**config.mk**
```make
export PLATFORM = sky130hd
export DESIGN_NAME = serial_chain_loader
export DESIGN_NICKNAME = d
export VERILOG_FILES = /design/src/rtl/scl_pkg.sv /design/src/rtl/scl_bit_counter.sv /design/src/rtl/scl_frame_rx.sv /design/src/rtl/scl_dout_stage.sv /design/src/rtl/serial_chain_loader.sv
export SDC_FILE = /design/constraint.sdc
export NUM_CORES = 1
export LEC_CHECK = 0
export BUFFER_PORTS_ARGS = -buffer_cell sky130_fd_sc_hd__buf_4
export CORE_ASPECT_RATIO = 0.7
export CORE_MARGIN = 2
export CORE_UTILIZATION = 25
export CTS_BUF_LIST = sky130_fd_sc_hd__clkbuf_2
export DETAILED_ROUTE_END_ITERATION = 7
export PLACE_DENSITY = 0.37
export SLEW_MARGIN = 20
export SYNTH_ARGS = -nofsm -noshare
export SYNTH_HDL_FRONTEND = slang
export SYNTH_SLANG_ARGS = --single-unit
export TNS_END_PERCENT = 100
```
**constraint.sdc**
```tcl
create_clock -name cclk -period 3.5 [get_ports cclk]
set_input_delay 0.35 -clock cclk [delete_from_list [all_inputs] [get_ports cclk]]
set_output_delay 0.35 -clock cclk [all_outputs]
set_load 0.01 [all_outputs]
```
**src/rtl/scl_pkg.sv**
```systemverilog
package scl_pkg;

    typedef enum logic [2:0] {
        ST_IDLE     = 3'd0,
        ST_PREAMBLE = 3'd1,
        ST_LENGTH   = 3'd2,
        ST_LOAD     = 3'd3,
        ST_FORWARD  = 3'd4,
        ST_DONE     = 3'd5
    } scl_state_e;

endpackage

```
**src/rtl/scl_bit_counter.sv**
```systemverilog
// Stream bit counter: starts at 1 on the first pattern bit and flags the
// bit whose count equals the captured length.
module scl_bit_counter #(
    parameter int W = 24
) (
    input  logic         clk,
    input  logic         clr,
    input  logic         start,
    input  logic         inc,
    input  logic [W-1:0] limit,
    output logic         hit
);

    logic [W-1:0] cnt_q;
    logic [W-1:0] cnt_next;

    assign cnt_next = cnt_q + 1'b1;
    assign hit      = inc && (cnt_next == limit);

    always_ff @(posedge clk) begin
        if (clr) begin
            cnt_q <= '0;
        end else if (start) begin
            cnt_q <= W'(1);
        end else if (inc) begin
            cnt_q <= cnt_next;
        end
    end

endmodule

```
**src/rtl/scl_frame_rx.sv**
```systemverilog
// Local frame receiver: start bit, data bits (MSB first), stop bits.
// Emits one registered write per frame and raises a sticky stop error.
module scl_frame_rx #(
    parameter int DATA_BITS  = 64,
    parameter int STOP_BITS  = 3,
    parameter int MEM_FRAMES = 4,
    parameter int ADDR_W     = 2
) (
    input  logic                 clk,
    input  logic                 clr,
    input  logic                 en,
    input  logic                 bit_i,
    output logic                 full_o,
    output logic                 wr_o,
    output logic [ADDR_W-1:0]    addr_o,
    output logic [DATA_BITS-1:0] data_o,
    output logic                 err_o
);

    localparam int FRAME_BODY = DATA_BITS + STOP_BITS;
    localparam int POS_W      = $clog2(FRAME_BODY);
    localparam logic [POS_W-1:0]  LAST_POS  = POS_W'(FRAME_BODY - 1);
    localparam logic [POS_W-1:0]  DATA_END  = POS_W'(DATA_BITS);
    localparam logic [ADDR_W-1:0] LAST_IDX  = ADDR_W'(MEM_FRAMES - 1);

    logic                 busy_q;
    logic [POS_W-1:0]     pos_q;
    logic [DATA_BITS-1:0] sh_q;
    logic [ADDR_W-1:0]    idx_q;
    logic                 in_data;
    logic                 in_stop;
    logic                 frame_end;
    logic                 frame_start;

    always_comb begin
        frame_start = en && !busy_q && !bit_i;
        in_data     = en && busy_q && (pos_q < DATA_END);
        in_stop     = en && busy_q && (pos_q >= DATA_END);
        frame_end   = en && busy_q && (pos_q == LAST_POS);
        full_o      = frame_end && (idx_q == LAST_IDX);
    end

    // frame sequencing
    always_ff @(posedge clk) begin
        if (clr) begin
            busy_q <= 1'b0;
            pos_q  <= '0;
        end else if (frame_start) begin
            busy_q <= 1'b1;
            pos_q  <= '0;
        end else if (frame_end) begin
            busy_q <= 1'b0;
            pos_q  <= '0;
        end else if (en && busy_q) begin
            pos_q  <= pos_q + 1'b1;
        end
    end

    // payload assembly
    always_ff @(posedge clk) begin
        if (clr) begin
            sh_q <= '0;
        end else if (in_data) begin
            sh_q <= {sh_q[DATA_BITS-2:0], bit_i};
        end
    end

    // write port and frame address
    always_ff @(posedge clk) begin
        if (clr) begin
            wr_o   <= 1'b0;
            addr_o <= '0;
            data_o <= '0;
            idx_q  <= '0;
        end else begin
            wr_o <= frame_end;
            if (frame_end) begin
                addr_o <= idx_q;
                data_o <= sh_q;
                idx_q  <= idx_q + 1'b1;
            end
        end
    end

    // sticky stop-bit error
    always_ff @(posedge clk) begin
        if (clr) begin
            err_o <= 1'b0;
        end else if (in_stop && !bit_i) begin
            err_o <= 1'b1;
        end
    end

endmodule

```
**src/rtl/scl_dout_stage.sv**
```systemverilog
// Output path: choose the bit on the rising edge, launch it on the falling edge.
module scl_dout_stage (
    input  logic clk,
    input  logic clr,
    input  logic pass_en,
    input  logic bit_i,
    output logic dout_o
);

    logic pass_q;

    always_ff @(posedge clk) begin
        if (clr) begin
            pass_q <= 1'b1;
        end else begin
            pass_q <= pass_en ? bit_i : 1'b1;
        end
    end

    always_ff @(negedge clk) begin
        dout_o <= pass_q;
    end

endmodule

```
**src/rtl/serial_chain_loader.sv**
```systemverilog
module serial_chain_loader
    import scl_pkg::*;
#(
    parameter int                  PRE_BITS    = 4,
    parameter logic [PRE_BITS-1:0] PRE_PATTERN = 4'b0010,
    parameter int                  LEN_BITS    = 24,
    parameter int                  DATA_BITS   = 64,
    parameter int                  STOP_BITS   = 3,
    parameter int                  MEM_FRAMES  = 4,
    parameter int                  ADDR_W      = (MEM_FRAMES > 1) ? $clog2(MEM_FRAMES) : 1
) (
    input  logic                 cclk,
    input  logic                 rst,
    input  logic                 init_n,
    input  logic                 din,
    output logic                 dout,
    output logic                 cfg_wr,
    output logic [ADDR_W-1:0]    cfg_addr,
    output logic [DATA_BITS-1:0] cfg_data,
    output logic                 frame_error,
    output logic                 done
);

    localparam int PRE_IW = (PRE_BITS > 1) ? $clog2(PRE_BITS) : 1;
    localparam int LEN_IW = (LEN_BITS > 1) ? $clog2(LEN_BITS) : 1;
    localparam logic [PRE_IW-1:0] LAST_PRE = PRE_IW'(PRE_BITS - 1);
    localparam logic [LEN_IW-1:0] LAST_LEN = LEN_IW'(LEN_BITS - 1);

    scl_state_e state_q;
    scl_state_e state_d;

    logic                clear;
    logic [PRE_IW-1:0]   pre_idx_q;
    logic [PRE_BITS-1:0] pre_left_q;
    logic [LEN_IW-1:0]   len_idx_q;
    logic [LEN_BITS-1:0] len_q;

    logic cnt_start;
    logic cnt_abort;
    logic cnt_inc;
    logic cnt_hit;
    logic load_en;
    logic pass_en;
    logic pre_match;
    logic frames_full;

    assign clear     = rst || !init_n;
    assign pre_match = (din == pre_left_q[PRE_BITS-1]);

    // next-state logic
    always_comb begin
        state_d   = state_q;
        cnt_start = 1'b0;
        cnt_abort = 1'b0;
        unique case (state_q)
            ST_IDLE: begin
                if (!din && !PRE_PATTERN[PRE_BITS-1]) begin
                    state_d   = ST_PREAMBLE;
                    cnt_start = 1'b1;
                end
            end
            ST_PREAMBLE: begin
                if (!pre_match) begin
                    state_d   = ST_IDLE;
                    cnt_abort = 1'b1;
                end else if (pre_idx_q == LAST_PRE) begin
                    state_d = ST_LENGTH;
                end
            end
            ST_LENGTH: begin
                if (len_idx_q == LAST_LEN) begin
                    state_d = ST_LOAD;
                end
            end
            ST_LOAD: begin
                if (cnt_hit) begin
                    state_d = ST_DONE;
                end else if (frames_full) begin
                    state_d = ST_FORWARD;
                end
            end
            ST_FORWARD: begin
                if (cnt_hit) begin
                    state_d = ST_DONE;
                end
            end
            ST_DONE: begin
                state_d = ST_DONE;
            end
            default: begin
                state_d   = ST_IDLE;
                cnt_abort = 1'b1;
            end
        endcase
    end

    // state register and header capture
    always_ff @(posedge cclk) begin
        if (clear) begin
            state_q    <= ST_IDLE;
            pre_idx_q  <= '0;
            pre_left_q <= '0;
            len_idx_q  <= '0;
            len_q      <= '0;
        end else begin
            state_q <= state_d;
            unique case (state_q)
                ST_IDLE: begin
                    pre_idx_q  <= PRE_IW'(1);
                    pre_left_q <= PRE_PATTERN << 1;
                    len_idx_q  <= '0;
                end
                ST_PREAMBLE: begin
                    if (pre_match) begin
                        pre_idx_q  <= pre_idx_q + 1'b1;
                        pre_left_q <= pre_left_q << 1;
                    end
                end
                ST_LENGTH: begin
                    len_q     <= {len_q[LEN_BITS-2:0], din};
                    len_idx_q <= len_idx_q + 1'b1;
                end
                default: begin
                    pre_idx_q <= pre_idx_q;
                end
            endcase
        end
    end

    // outputs decoded from the state
    always_comb begin
        cnt_inc = 1'b0;
        load_en = 1'b0;
        pass_en = 1'b0;
        done    = 1'b0;
        unique case (state_q)
            ST_IDLE: begin
                pass_en = 1'b1;
            end
            ST_PREAMBLE: begin
                pass_en = 1'b1;
                cnt_inc = 1'b1;
            end
            ST_LENGTH: begin
                pass_en = 1'b1;
                cnt_inc = 1'b1;
            end
            ST_LOAD: begin
                load_en = 1'b1;
                cnt_inc = 1'b1;
            end
            ST_FORWARD: begin
                pass_en = 1'b1;
                cnt_inc = 1'b1;
            end
            ST_DONE: begin
                done = 1'b1;
            end
            default: begin
                done = 1'b0;
            end
        endcase
    end

    scl_bit_counter #(
        .W (LEN_BITS)
    ) i_counter (
        .clk   (cclk),
        .clr   (clear || cnt_abort),
        .start (cnt_start),
        .inc   (cnt_inc),
        .limit (len_q),
        .hit   (cnt_hit)
    );

    scl_frame_rx #(
        .DATA_BITS  (DATA_BITS),
        .STOP_BITS  (STOP_BITS),
        .MEM_FRAMES (MEM_FRAMES),
        .ADDR_W     (ADDR_W)
    ) i_frame_rx (
        .clk    (cclk),
        .clr    (clear),
        .en     (load_en),
        .bit_i  (din),
        .full_o (frames_full),
        .wr_o   (cfg_wr),
        .addr_o (cfg_addr),
        .data_o (cfg_data),
        .err_o  (frame_error)
    );

    scl_dout_stage i_dout (
        .clk     (cclk),
        .clr     (clear),
        .pass_en (pass_en),
        .bit_i   (din),
        .dout_o  (dout)
    );

endmodule

```
== After elaboration in Yosys (flattened, before gate mapping) ==
Cells that the tools add are included.

* Flip-flop bits (word level): 206
* Input bits: 4
* Output and inout port bits: 70
* Logic and storage cells: 94

* Add/subtract/negate cells: 5
* Magnitude comparators: 2
* Equal/unequal tests: 17
* Multiplexer cells: 25
* Bitwise gates (word level): 1
* Reduce and logical (&&, ||, !) cells: 27

{| class="wikitable"
|+ Operators with widths
! kind !! count
|-
| $add A24 B1 Y24 const B || 1
|-
| $eq A24 B24 Y1 || 1
|-
| $mux W3 || 7
|-
| $pmux W3 S6 || 1
|-
| $mux W1 || 11
|-
| $pmux W5 S2 || 1
|-
| $logic_and A1 B1 Y1 || 9
|-
| $ne A2 B2 Y1 const B || 4
|-
| $pmux W4 S2 || 1
|-
| $reduce_bool A2 Y1 || 4
|-
| $reduce_or A4 Y1 || 2
|-
| $add A7 B1 Y7 const B || 1
|-
| $eq A7 B7 Y1 const B || 1
|-
| $ge A7 B7 Y1 const B || 1
|-
| $lt A7 B7 Y1 const B || 1
|-
| $eq A3 B2 Y1 const B || 2
|-
| $eq A3 B3 Y1 const B || 2
|-
| $ne A3 B3 Y1 const B || 2
|-
| $add A5 B1 Y5 const B || 1
|-
| $eq A5 B5 Y1 const B || 1
|-
| $reduce_and A5 Y1 || 1
|-
| $reduce_or A5 Y1 || 1
|-
| $add A2 B1 Y2 const B || 2
|-
| $eq A2 B2 Y1 const B || 2
|-
| other kinds (13) || 17
|}

== Depth between registers and ports, before layout ==
Gate-level depths: netlist of run 1.

* Depth after elaboration: 8
* Depth in mapped cells: 11
* Mapped depth without buffers: 9

== Hierarchy ==
A second synthesis of run 1 with hierarchy kept.

* Cell total of the unflattened synthesis: 1086
* Area, all modules: 8849.7 um^2

{| class="wikitable"
|+ Modules (own cells, without submodules)
! module !! instances !! cells each !! area each (um^2) !! seq. area each (um^2)
|-
| scl_frame_rx || 1 || 658 || 5461.5 || 2842.7
|-
| scl_bit_counter || 1 || 237 || 1869.3 || 480.5
|-
| serial_chain_loader || 1 || 187 || 1466.4 || 720.7
|-
| scl_dout_stage || 1 || 4 || 52.6 || 40.0
|}

==> results of run 1 <==
-- area by class of cell --
type	count	area (um2)
Clock buffer	80	400
Multi-Input combinational cell	796	4080
Antenna cell	2	5.00
Fill cell	3726	23500
Sequential cell	204	4080
Tap cell	435	544
Timing Repair Buffer	93	731
Inverter	8	30.0
Clock inverter	14	85.1
-- layer usage --
metal / part of all wire / track usage / wire length, um
met1: 0.55 / 0.196 / 12800
met2: 0.38 / 0.179 / 8920
met3: 0.050 / 0.0365 / 1150
met4: 0.014 / 0.0416 / 333
met5: 0 / 0 / 0
-- stage by stage --
stage,cell area (um2),hold slack (ps),total power [W],std cells,utilization
after detailed placement,9440,448,0.00247,1534,0.282
after CTS,9950,217,0.00424,1630,0.297
after floorplan,8510,432,0.00244,1084,-
final,9960,358,0.00411,1632,0.297
after global placement,9440,446,0.00248,1534,0.282
after global routing,9960,254,0.00436,1632,0.297
-- logic make-up after synthesis --
kind of cell	count (synthesis)	share of synthesized area
flip-flops	204	0.480
adder cells (fa/ha/maj)	6	0.00882
AO/OA/AOI/OAI	236	0.154
AND/OR/NAND/NOR	502	0.261
buffers and inverters	84	0.0433
multiplexers	2	0.00235
XOR/XNOR	50	0.0514
-- worst paths after layout --
check                                                 startpoint                          endpoint  slack [ps]  depth (start not counted)
worst max-delay path                       i_dout.dout_o$_DFF_N_                              dout         200                          1
worst min-delay path                                         din             len_q[0]$_SDFFE_PP0P_         360                          4
worst max register to register   i_counter.cnt_q[2]$_SDFFE_PP0P_           state_q[1]$_SDFFE_PP0P_         470                          9
worst min register to register  i_frame_rx.sh_q[45]$_SDFFE_PP0P_  i_frame_rx.sh_q[46]$_SDFFE_PP0P_         430                          2
-- cell usage in the layout (no fill, tap or decap), types with 3 or more instances in the layout --
master	count
sky130_fd_sc_hd__a211oi_1	4
sky130_fd_sc_hd__a21oi_1	186
sky130_fd_sc_hd__a31oi_1	3
sky130_fd_sc_hd__and2_1	4
sky130_fd_sc_hd__and4_1	3
sky130_fd_sc_hd__buf_4	88
sky130_fd_sc_hd__clkbuf_2	80
sky130_fd_sc_hd__clkinv_1	9
sky130_fd_sc_hd__dfxtp_1	204
sky130_fd_sc_hd__dlygate4sd3_1	3
sky130_fd_sc_hd__ha_1	6
sky130_fd_sc_hd__inv_1	9
sky130_fd_sc_hd__nand2_1	346
sky130_fd_sc_hd__nand2b_1	6
sky130_fd_sc_hd__nand3_1	15
sky130_fd_sc_hd__nand4_1	13
sky130_fd_sc_hd__nor2_1	44
sky130_fd_sc_hd__nor2b_1	4
sky130_fd_sc_hd__nor3_1	12
sky130_fd_sc_hd__nor4_1	11
sky130_fd_sc_hd__o211ai_1	4
sky130_fd_sc_hd__o21ai_0	16
sky130_fd_sc_hd__or2_2	3
sky130_fd_sc_hd__or3_1	13
sky130_fd_sc_hd__or4_1	3
sky130_fd_sc_hd__xnor2_1	34
sky130_fd_sc_hd__xor2_1	16
-- flip-flops by register name, summed over array words and instances, names as in the netlist, 3 cells and up --
register / flops
i_counter.cnt_q: 24
i_frame_rx.data_o: 64
i_frame_rx.pos_q: 7
i_frame_rx.sh_q: 64
len_idx_q: 5
len_q: 24
state_q: 3
-- power groups by stage --
stage          Sequential, W  Combinational [W]   Clock [W]
6_report             0.00233          0.0000883     0.00169
5_1_grt              0.00233          0.0000989     0.00193
4_1_cts              0.00233          0.0000908     0.00182
3_5_place_dp         0.00238          0.0000880  0.00000358
3_3_place_gp         0.00238          0.0000899  0.00000358
2_1_floorplan        0.00238          0.0000597  0.00000358
-- cells in the mapped netlist (3+ instances only) --
cell type	n	area share
sky130_fd_sc_hd__nand2_1	346	0.15
sky130_fd_sc_hd__dfxtp_1	204	0.48
sky130_fd_sc_hd__a21oi_1	186	0.11
sky130_fd_sc_hd__clkbuf_1	59	0.026
sky130_fd_sc_hd__nor2_1	44	0.019
sky130_fd_sc_hd__xnor2_1	34	0.035
sky130_fd_sc_hd__o21ai_0	16	0.0094
sky130_fd_sc_hd__xor2_1	16	0.016
sky130_fd_sc_hd__nand3_1	15	0.0088
sky130_fd_sc_hd__or3_1	14	0.010
sky130_fd_sc_hd__nand4_1	13	0.0096
sky130_fd_sc_hd__nor3_1	13	0.0076
sky130_fd_sc_hd__nor4_1	11	0.0081
sky130_fd_sc_hd__inv_1	9	0.0040
sky130_fd_sc_hd__buf_2	7	0.0041
sky130_fd_sc_hd__nand2b_1	7	0.0051
sky130_fd_sc_hd__buf_4	6	0.0053
sky130_fd_sc_hd__ha_1	6	0.0088
sky130_fd_sc_hd__a211oi_1	4	0.0035
sky130_fd_sc_hd__and2_1	4	0.0029
sky130_fd_sc_hd__and4_1	4	0.0041
sky130_fd_sc_hd__nor2b_1	4	0.0029
sky130_fd_sc_hd__o211ai_1	4	0.0035
sky130_fd_sc_hd__a31oi_1	3	0.0022
sky130_fd_sc_hd__buf_6	3	0.0040
sky130_fd_sc_hd__or2_2	3	0.0022
sky130_fd_sc_hd__or4_1	3	0.0026
==> impl_metrics.sql, run 1 <==
INSERT INTO impl_metrics (metric_group, metric, value, unit) VALUES
('power_and_ir_drop', 'clock_power_share', '0.412', ''),
('placement', 'gp_congestion', '0.809', ''),
('critical_path', 'cp_max_fo', '1', ''),
('logic_synthesis', 'synth_top_flop_cell', 'sky130_fd_sc_hd__dfxtp_1', ''),
('critical_path', 'timing.critical_path.slowest_cell_delay', '290', 'ps'),
('cts', 'cts_buffer_depth', '3', ''),
('logic_synthesis', 'mappedNetlistArea', '0.00851', 'mm2'),
('critical_path', 'critPathCaptureType', 'output pin', ''),
('global_routing', 'grt_resource_usage_total', '0.131', ''),
('die', 'fp.dieArea', '0.0356', 'mm2'),
('logic_synthesis', 'netlist_instances', '1084', ''),
('critical_path', 'worst_setup_path_start_kind', 'register', ''),
('logic_synthesis', 'synth-warning-count', '0', ''),
('critical_path', 'path_class', 'register to output pin', ''),
('worst_hold_path', 'hold_path_class', 'primary input to register', ''),
('cts', 'cts_root_buf', 'sky130_fd_sc_hd__clkbuf_2', ''),
('logic_synthesis', 'post_synth_num_cell_types', '63', ''),
('route', 'first_pass_iters', '5', ''),
('power_and_ir_drop', 'power.switching_fraction', '0.262', ''),
('global_routing', 'number_of_global_route_vias_before_repair', '6995', ''),
('critical_path', 'crit_slowest_cell', 'sky130_fd_sc_hd__dfxtp_1', ''),
('cts', 'postCtsResizedCells', '0', ''),
('sta', 'worst_slack', '196', 'ps'),
('logic_synthesis', 'synthesis.area_per_instance', '7.85', 'um2'),
('route', 'route.vias.total', '7462', ''),
('layout', 'layout.nets', '1169', ''),
('route', 'route.detailed.drc', '0', ''),
('critical_path', 'cp_cell_instances', 'buf_4', ''),
('cts', 'clkSlewWorstSetupHoldPaths', '90', 'ps'),
('die', 'initial_core_util', '0.254', ''),
('sta', 'slew_violations', '0', ''),
('global_routing', 'grt_first_pass_wirelength', '37500', 'um'),
('critical_path', 'worst_ep_arrival_time', '2950', 'ps'),
('layout', 'area_growth_syn_to_layout', '16.9', '%'),
('global_routing', 'globalRouteOverflowTotal', '0', ''),
('die', 'ioPinCount', '74', ''),
('power_and_ir_drop', 'comb_power_share', '0.021', ''),
('placement', 'number_of_port_buffers', '73', ''),
('placement', 'place_worst_setup_slack', '421', 'ps'),
('route', 'drt_first_iter_violations', '384', ''),
('power_and_ir_drop', 'p_leak', '3.30', 'nW'),
('power_and_ir_drop', 'power_report.internal_total', '0.00303', 'W'),
('power_and_ir_drop', 'pwr-share-seq', '0.567', ''),
('die', 'fp.dieH', '158', 'um'),
('sta', 'clock-skew-final', '57.9', 'ps'),
('sta', 'timing.max_slew.rel_slack', '0.470', ''),
('cts', 'cts_buffers', '55', ''),
('logic_synthesis', 'yosys_register_bits', '204', ''),
('placement', 'place.detailed.hpwl', '14800', 'um'),
('sta', 'setup_viol_count_final', '0', ''),
('die', 'design.core.area', '0.0335', 'mm2'),
('critical_path', 'timing.critical_path.required', '3150', 'ps'),
('cts', 'clock_sinks', '204', ''),
('cts', 'clock_latency', '870', 'ps'),
('route', 'average_wire_length_per_cell_after_detail_routing', '14.2', 'um'),
('power_and_ir_drop', 'vdd_drop_max', '0.000160', 'V'),
('job', 'max_cap_violations', '0', ''),
('sta', 'grt_setup_unrepaired', 'no', ''),
('outcome', 'run_status', 'completed', ''),
('die', 'number_of_core_rows', '56', ''),
('route', 'route.antenna.remaining_nets', '0', ''),
('cts', 'cts_tree', 'yes', ''),
('sta', 'max_slew.worst_pin.slew', '794', 'ps'),
('die', 'floorplan.die.width', '225', 'um'),
('power_and_ir_drop', 'p_per_area', '413', 'mW/mm2'),
('route', 'viasPerCell', '4.57', ''),
('global_routing', 'antenna_found_initial', '1', ''),
('power_and_ir_drop', 'p_sw', '0.00108', 'W'),
('cts', 'h_tree_depth', '2', ''),
('logic_synthesis', 'yosysSeqAreaShare', '0.480', ''),
('cts', 'postCtsSetupRepairBufs', '0', ''),
('critical_path', 'cp.buffers_inverters', '1', ''),
('sta', 'fin_tns_setup', '0', 'ps'),
('global_routing', 'maximum_number_of_pins_on_one_net_before_global_route_repair', '85', ''),
('layout', 'drive_above_1_share', '0.166', ''),
('cts', 'cts.hold.buffers_added', '3', ''),
('logic_synthesis', 'edff_count_synth', '0', ''),
('sta', 'timing.final.hold_violations', '0', ''),
('critical_path', 'cp_top_family', 'flip-flops', ''),
('route', 'drt_wl_total', '23200', 'um'),
('logic_synthesis', 'async_reset_ff_frac', '0', ''),
('logic_synthesis', 'synthesis.nets', '1094', '');
(Power assumes the default switching activity.)
==> inputs of run 2 (changes only) <==
--- a/config.mk
+++ b/config.mk
@@ -8,10 +8,10 @@
 export BUFFER_PORTS_ARGS = -buffer_cell sky130_fd_sc_hd__buf_4
 export CORE_ASPECT_RATIO = 0.7
 export CORE_MARGIN = 2
-export CORE_UTILIZATION = 25
+export CORE_UTILIZATION = 55
 export CTS_BUF_LIST = sky130_fd_sc_hd__clkbuf_2
 export DETAILED_ROUTE_END_ITERATION = 7
-export PLACE_DENSITY = 0.37
+export PLACE_DENSITY = 0.71
 export SLEW_MARGIN = 20
 export SYNTH_ARGS = -nofsm -noshare
 export SYNTH_HDL_FRONTEND = slang
==> run 2 against run 1 <==
Register-to-register slack got worse by 130 ps. Combinational power decreased by 9.5%. Sequential cell count stayed put. Final area decreased by 4.9%. Largest power group unchanged. Sequential share of layout area rose by 2.1 points. Sequential power is essentially flat. Clock power is 20% lower. Critical endpoint unchanged.
==> impl_metrics.sql, run 2 (same netlist as run 1, synthesis figures left out) <==
INSERT INTO impl_metrics (metric_group, metric, value, unit) VALUES
('outcome', 'run_status', 'completed', ''),
('sta', 'max_slew.worst_pin.slew', '965', 'ps'),
('placement', 'number_of_port_buffers', '73', ''),
('critical_path', 'path_class', 'register to output pin', ''),
('critical_path', 'cp_cell_instances', 'buf_4', ''),
('die', 'design.core.area', '0.0153', 'mm2'),
('die', 'fp.dieArea', '0.0165', 'mm2'),
('critical_path', 'critPathLaunch', 'i_dout.dout_o$_DFF_N_', ''),
('critical_path', 'setup.reg_to_reg.worst_slack', '340', 'ps'),
('worst_hold_path', 'min_delay_worst_endpoint', 'i_dout.pass_q$_SDFF_PP1_', ''),
('critical_path', 'worst_setup_path_start_kind', 'register', ''),
('global_routing', 'grt_first_pass_wirelength', '31300', 'um'),
('critical_path', 'timing.critical_path.required', '3150', 'ps'),
('power_and_ir_drop', 'power.total', '0.00376', 'W'),
('sta', 'grt_setup_unrepaired', 'no', ''),
('placement', 'place.detailed.hpwl', '12400', 'um'),
('critical_path', 'worst_ep_arrival_time', '2860', 'ps'),
('critical_path', 'cp_max_fo', '1', ''),
('global_routing', 'antenna_found_initial', '0', ''),
('placement', 'numPlacedInstances', '1293', ''),
('cts', 'postCtsResizedCells', '0', ''),
('power_and_ir_drop', 'p_leak', '3.17', 'nW'),
('cts', 'clock_latency', '730', 'ps'),
('cts', 'clock_sinks', '204', ''),
('sta', 'hold_ws', '110', 'ps'),
('route', 'route.antenna.remaining_nets', '0', ''),
('sta', 'setup_viol_count_final', '0', ''),
('placement', 'placedInstanceArea', '0.00910', 'mm2'),
('layout', 'area_growth_syn_to_layout', '11.2', '%'),
('layout', 'drive_above_1_share', '0.150', ''),
('layout', 'n_fill_cell', '1464', ''),
('cts', 'h_tree_depth', '2', ''),
('global_routing', 'grt_resource_usage_total', '0.226', ''),
('worst_hold_path', 'hold_path_class', 'primary input to register', ''),
('route', 'route.detailed.drc', '0', ''),
('layout', 'reg_top3', 'i_frame_rx.data_o x64, i_frame_rx.sh_q x64', ''),
('power_and_ir_drop', 'vdd_drop_max', '0.000241', 'V'),
('layout', 'layout.nets', '1152', ''),
('die', 'ioPinCount', '74', ''),
('route', 'drt_first_iter_violations', '536', ''),
('layout', 'finished_layout_cells', '1367', ''),
('critical_path', 'timing.critical_path.depth', '1', ''),
('cts', 'cts_tree', 'yes', ''),
('route', 'drt_wl_total', '18800', 'um'),
('sta', 'slew_violations', '0', ''),
('critical_path', 'crit_slowest_cell', 'sky130_fd_sc_hd__dfxtp_1', ''),
('route', 'first_pass_iters', '4', ''),
('critical_path', 'worst_r2r_startpoint', 'i_counter.cnt_q[4]$_SDFFE_PP0P_', ''),
('critical_path', 'reg2regPathDepth', '8', ''),
('placement', 'gp_congestion', '0.929', ''),
('layout', 'mostFrequentLayoutCell', 'sky130_fd_sc_hd__nand2_1', ''),
('sta', 'clock-skew-final', '32.6', 'ps'),
('die', 'fp.dieH', '108', 'um'),
('sta', 'fin_tns_setup', '0', 'ps'),
('worst_hold_path', 'holdCritStartpoint', 'rst', ''),
('die', 'floorplan.die.width', '153', 'um'),
('critical_path', 'timing.critical_path.slowest_cell_delay', '290', 'ps'),
('layout', 'commonest_non_fill_non_tap_cells_in_the_layout', 'sky130_fd_sc_hd__nand2_1 (346), sky130_fd_sc_hd__dfxtp_1 (204), sky130_fd_sc_hd__a21oi_1 (186)', ''),
('critical_path', 'cp.buffers_inverters', '1', ''),
('critical_path', 'cp_top_family', 'flip-flops', ''),
('layout', 'diodes_inserted', '0', ''),
('global_routing', 'maximum_number_of_pins_on_one_net_before_global_route_repair', '70', ''),
('critical_path', 'critPathCaptureType', 'output pin', ''),
('sta', 'timing.max_slew.rel_slack', '0.357', ''),
('route', 'average_wire_length_per_cell_after_detail_routing', '13.7', 'um'),
('job', 'max_cap_violations', '0', ''),
('layout', 'post-route-cell-area', '0.00947', 'mm2'),
('cts', 'cts_root_buf', 'sky130_fd_sc_hd__clkbuf_2', ''),
('sta', 'timing.final.hold_violations', '0', ''),
('global_routing', 'number_of_global_route_vias_before_repair', '6433', ''),
('route', 'viasPerCell', '5.37', ''),
('global_routing', 'globalRouteOverflowTotal', '0', ''),
('cts', 'clkSlewWorstSetupHoldPaths', '100', 'ps'),
('critical_path', 'rr_endpoint', 'state_q[1]$_SDFFE_PP0P_', ''),
('cts', 'cts_buffer_depth', '3', ''),
('die', 'number_of_core_rows', '38', ''),
('worst_hold_path', 'hold-path-cell-count', '3', ''),
('route', 'route.vias.total', '7337', ''),
('power_and_ir_drop', 'p_per_area', '397', 'mW/mm2'),
('die', 'initial_core_util', '0.556', ''),
('cts', 'cts_buffers', '46', '');
## run 2: power by group
part / total (W) / internal, W / switching [W] / leakage [nW]
registers: 0.00233 / 0.00232 / 0.00000455 / 1.64
logic: 0.0000799 / 0.0000201 / 0.0000598 / 1.24
clock network: 0.00135 / 0.000489 / 0.000862 / 0.289
total: 0.00376 / 0.00283 / 0.000927 / 3.17
## run 2: final cells by class
type,instances,area (um2),share of cell area
Clock inverter,9,37.5,0.00396
Sequential cell,204,4080,0.431
Inverter,8,30.0,0.00317
Clock buffer,65,325,0.0344
Tap cell,200,250,0.0264
Timing Repair Buffer,85,666,0.0703
Multi-Input combinational cell,796,4080,0.430
## run 2: worst max path at each step
stage,end
after floorplan,state_q[1]$_SDFFE_PP0P_
after global placement,state_q[1]$_SDFFE_PP0P_
after detailed placement,state_q[1]$_SDFFE_PP0P_
after CTS,dout
after global routing,state_q[0]$_SDFFE_PP0P_
final,dout
## run 2: timing repair
action                                  CTS  global route
hold endpoints to repair                  6             0
endpoints found under the setup margin    0             0
hold buffers                              1             0
buffers inserted                          0             0
## run 2: per-layer routing
| layer | wire (um) | GRT usage |
|---|---|---|
| met5 | 0 | 0 |
| met2 | 7400 | 0.302 |
| met1 | 9920 | 0.356 |
| met4 | 274 | 0.0694 |
| met3 | 1190 | 0.0477 |
## run 2: per-stage QoR
step / worst slack (ps) / util
2_1_floorplan: 622 / -
3_3_place_gp: 411 / 0.593
3_5_place_dp: 368 / 0.594
4_1_cts: 216 / 0.619
5_1_grt: 91.1 / 0.619
6_report: 294 / 0.619
==> inputs of run 3 (changes only) <==
--- a/config.mk
+++ b/config.mk
@@ -8,11 +8,10 @@
 export BUFFER_PORTS_ARGS = -buffer_cell sky130_fd_sc_hd__buf_4
 export CORE_ASPECT_RATIO = 0.7
 export CORE_MARGIN = 2
-export CORE_UTILIZATION = 55
+export CORE_UTILIZATION = 62
 export CTS_BUF_LIST = sky130_fd_sc_hd__clkbuf_2
 export DETAILED_ROUTE_END_ITERATION = 7
-export PLACE_DENSITY = 0.71
-export SLEW_MARGIN = 20
+export PLACE_DENSITY = 0.79
 export SYNTH_ARGS = -nofsm -noshare
 export SYNTH_HDL_FRONTEND = slang
 export SYNTH_SLANG_ARGS = --single-unit
==> run 3 against run 2 <==
Hold slack lost 22 ps. Die area shrank 11%. Final area grew 0.59%. Count of clock-buffer cells in the layout grew 3. Via count grew 1.0%. Critical path type unchanged. Critical endpoint unchanged. Largest power group unchanged.
==> impl_metrics.sql, run 3 (same netlist as run 1, synthesis figures left out) <==
INSERT INTO impl_metrics (metric_group, metric, value, unit) VALUES
('worst_hold_path', 'hold_path_class', 'primary input to register', ''),
('global_routing', 'maximum_number_of_pins_on_one_net_before_global_route_repair', '171', ''),
('layout', 'drive_above_1_share', '0.153', ''),
('cts', 'cts_buffer_depth', '3', ''),
('route', 'viasPerCell', '5.45', ''),
('critical_path', 'setup.reg_to_reg.worst_slack', '400', 'ps'),
('global_routing', 'grt_resource_usage_total', '0.257', ''),
('sta', 'fin_tns_setup', '0', 'ps'),
('die', 'floorplan.die.width', '144', 'um'),
('critical_path', 'worst_r2r_startpoint', 'i_counter.cnt_q[12]$_SDFFE_PP0P_', ''),
('sta', 'timing.final.hold_violations', '0', ''),
('critical_path', 'timing.critical_path.slowest_cell_delay', '290', 'ps'),
('global_routing', 'grt_first_pass_wirelength', '31000', 'um'),
('layout', 'finished_layout_cells', '1360', ''),
('placement', 'numPlacedInstances', '1279', ''),
('die', 'initial_core_util', '0.642', ''),
('sta', 'hold_ws', '88.3', 'ps'),
('route', 'first_pass_iters', '5', ''),
('power_and_ir_drop', 'p_leak', '3.22', 'nW'),
('sta', 'setup_viol_count_final', '0', ''),
('critical_path', 'cp.buffers_inverters', '1', ''),
('layout', 'mostFrequentLayoutCell', 'sky130_fd_sc_hd__nand2_1', ''),
('sta', 'clock-skew-final', '65.0', 'ps'),
('critical_path', 'worst_ep_arrival_time', '2860', 'ps'),
('outcome', 'run_status', 'completed', ''),
('layout', 'area_growth_syn_to_layout', '11.9', '%'),
('cts', 'cts_tree', 'yes', ''),
('route', 'average_wire_length_per_cell_after_detail_routing', '13.8', 'um'),
('critical_path', 'cp_top_family', 'flip-flops', ''),
('die', 'fp.dieArea', '0.0147', 'mm2'),
('route', 'drt_wl_total', '18800', 'um'),
('sta', 'grt_setup_unrepaired', 'no', ''),
('critical_path', 'rr_endpoint', 'state_q[1]$_SDFFE_PP0P_', ''),
('critical_path', 'worst_setup_path_start_kind', 'register', ''),
('critical_path', 'crit_slowest_cell', 'sky130_fd_sc_hd__dfxtp_1', ''),
('job', 'max_cap_violations', '0', ''),
('layout', 'diodes_inserted', '0', ''),
('power_and_ir_drop', 'vdd_drop_max', '0.000272', 'V'),
('critical_path', 'timing.critical_path.required', '3150', 'ps'),
('cts', 'clock_sinks', '204', ''),
('route', 'route.antenna.remaining_nets', '0', ''),
('placement', 'place.detailed.hpwl', '12100', 'um'),
('cts', 'clock_latency', '740', 'ps'),
('power_and_ir_drop', 'p_per_area', '416', 'mW/mm2'),
('critical_path', 'critPathCaptureType', 'output pin', ''),
('global_routing', 'globalRouteOverflowTotal', '0', ''),
('die', 'ioPinCount', '74', ''),
('sta', 'max_slew.worst_pin.slew', '1150', 'ps'),
('critical_path', 'reg2regPathDepth', '8', ''),
('critical_path', 'path_class', 'register to output pin', ''),
('global_routing', 'antenna_found_initial', '0', ''),
('placement', 'gp_congestion', '0.972', ''),
('layout', 'reg_top3', 'i_frame_rx.data_o x64, i_frame_rx.sh_q x64', ''),
('layout', 'n_fill_cell', '1132', ''),
('cts', 'cts_buffers', '46', ''),
('worst_hold_path', 'min_delay_worst_endpoint', 'i_dout.pass_q$_SDFF_PP1_', ''),
('sta', 'slew_violations', '0', ''),
('cts', 'h_tree_depth', '2', ''),
('die', 'number_of_core_rows', '35', ''),
('critical_path', 'cp_cell_instances', 'buf_4', ''),
('die', 'fp.dieH', '102', 'um'),
('cts', 'postCtsSetupRepairBufs', '0', ''),
('route', 'route.detailed.drc', '0', ''),
('power_and_ir_drop', 'power.total', '0.00396', 'W'),
('route', 'route.vias.total', '7412', ''),
('cts', 'cts_root_buf', 'sky130_fd_sc_hd__clkbuf_2', ''),
('sta', 'timing.max_slew.rel_slack', '0.236', ''),
('layout', 'layout.nets', '1153', ''),
('worst_hold_path', 'holdCritStartpoint', 'rst', ''),
('worst_hold_path', 'hold-path-cell-count', '3', ''),
('cts', 'clkSlewWorstSetupHoldPaths', '120', 'ps'),
('layout', 'commonest_non_fill_non_tap_cells_in_the_layout', 'sky130_fd_sc_hd__nand2_1 (346), sky130_fd_sc_hd__dfxtp_1 (204), sky130_fd_sc_hd__a21oi_1 (186)', ''),
('die', 'design.core.area', '0.0133', 'mm2'),
('route', 'drt_first_iter_violations', '543', ''),
('critical_path', 'cp_max_fo', '1', ''),
('placement', 'number_of_port_buffers', '73', ''),
('global_routing', 'number_of_global_route_vias_before_repair', '6509', '');
## run 3: power breakdown
group	internal, W	switching, W	leakage (nW)
clock network	0.000661	0.000893	0.334
registers	0.00232	0.00000447	1.64
logic	0.0000202	0.0000587	1.24
## run 3: cell type report
| type | count | area (um2) | area share |
|---|---|---|---|
| Multi-Input combinational cell | 796 | 4080 | 0.428 |
| Inverter | 8 | 30.0 | 0.00315 |
| Clock inverter | 13 | 103 | 0.0108 |
| Clock buffer | 68 | 340 | 0.0357 |
| Timing Repair Buffer | 86 | 661 | 0.0694 |
| Tap cell | 185 | 231 | 0.0243 |
| Sequential cell | 204 | 4080 | 0.429 |
## run 3: worst max path at each step
stage                                         end                              from  cells past startpoint
after floorplan           state_q[1]$_SDFFE_PP0P_   i_counter.cnt_q[0]$_SDFFE_PP0P_                     10
after global placement    state_q[1]$_SDFFE_PP0P_  i_counter.cnt_q[12]$_SDFFE_PP0P_                      8
after detailed placement  state_q[1]$_SDFFE_PP0P_  i_counter.cnt_q[12]$_SDFFE_PP0P_                      8
after CTS                                    dout             i_dout.dout_o$_DFF_N_                      1
after global routing      state_q[1]$_SDFFE_PP0P_  i_counter.cnt_q[12]$_SDFFE_PP0P_                      8
final                                        dout             i_dout.dout_o$_DFF_N_                      1
## run 3: routing by layer
metal  global-route usage  share of wire  wire length [um]
met2                0.366           0.41              7710
met4               0.0709          0.013               253
met1                0.391           0.51              9520
met5                    0              0                 0
met3               0.0600          0.069              1300
## run 3: per-stage QoR
stage	util	cell area (um2)	setup slack, ps
after floorplan	-	8510	622
after global placement	0.684	9080	508
after detailed placement	0.684	9080	456
after CTS	0.718	9530	226
after global routing	0.718	9530	189
final	0.718	9530	288
## run 3: what timing repair did
item / CTS / global route
gates resized for setup: 0 / 0
endpoints found under the hold margin: 4 / 0
hold buffers: 1 / 0
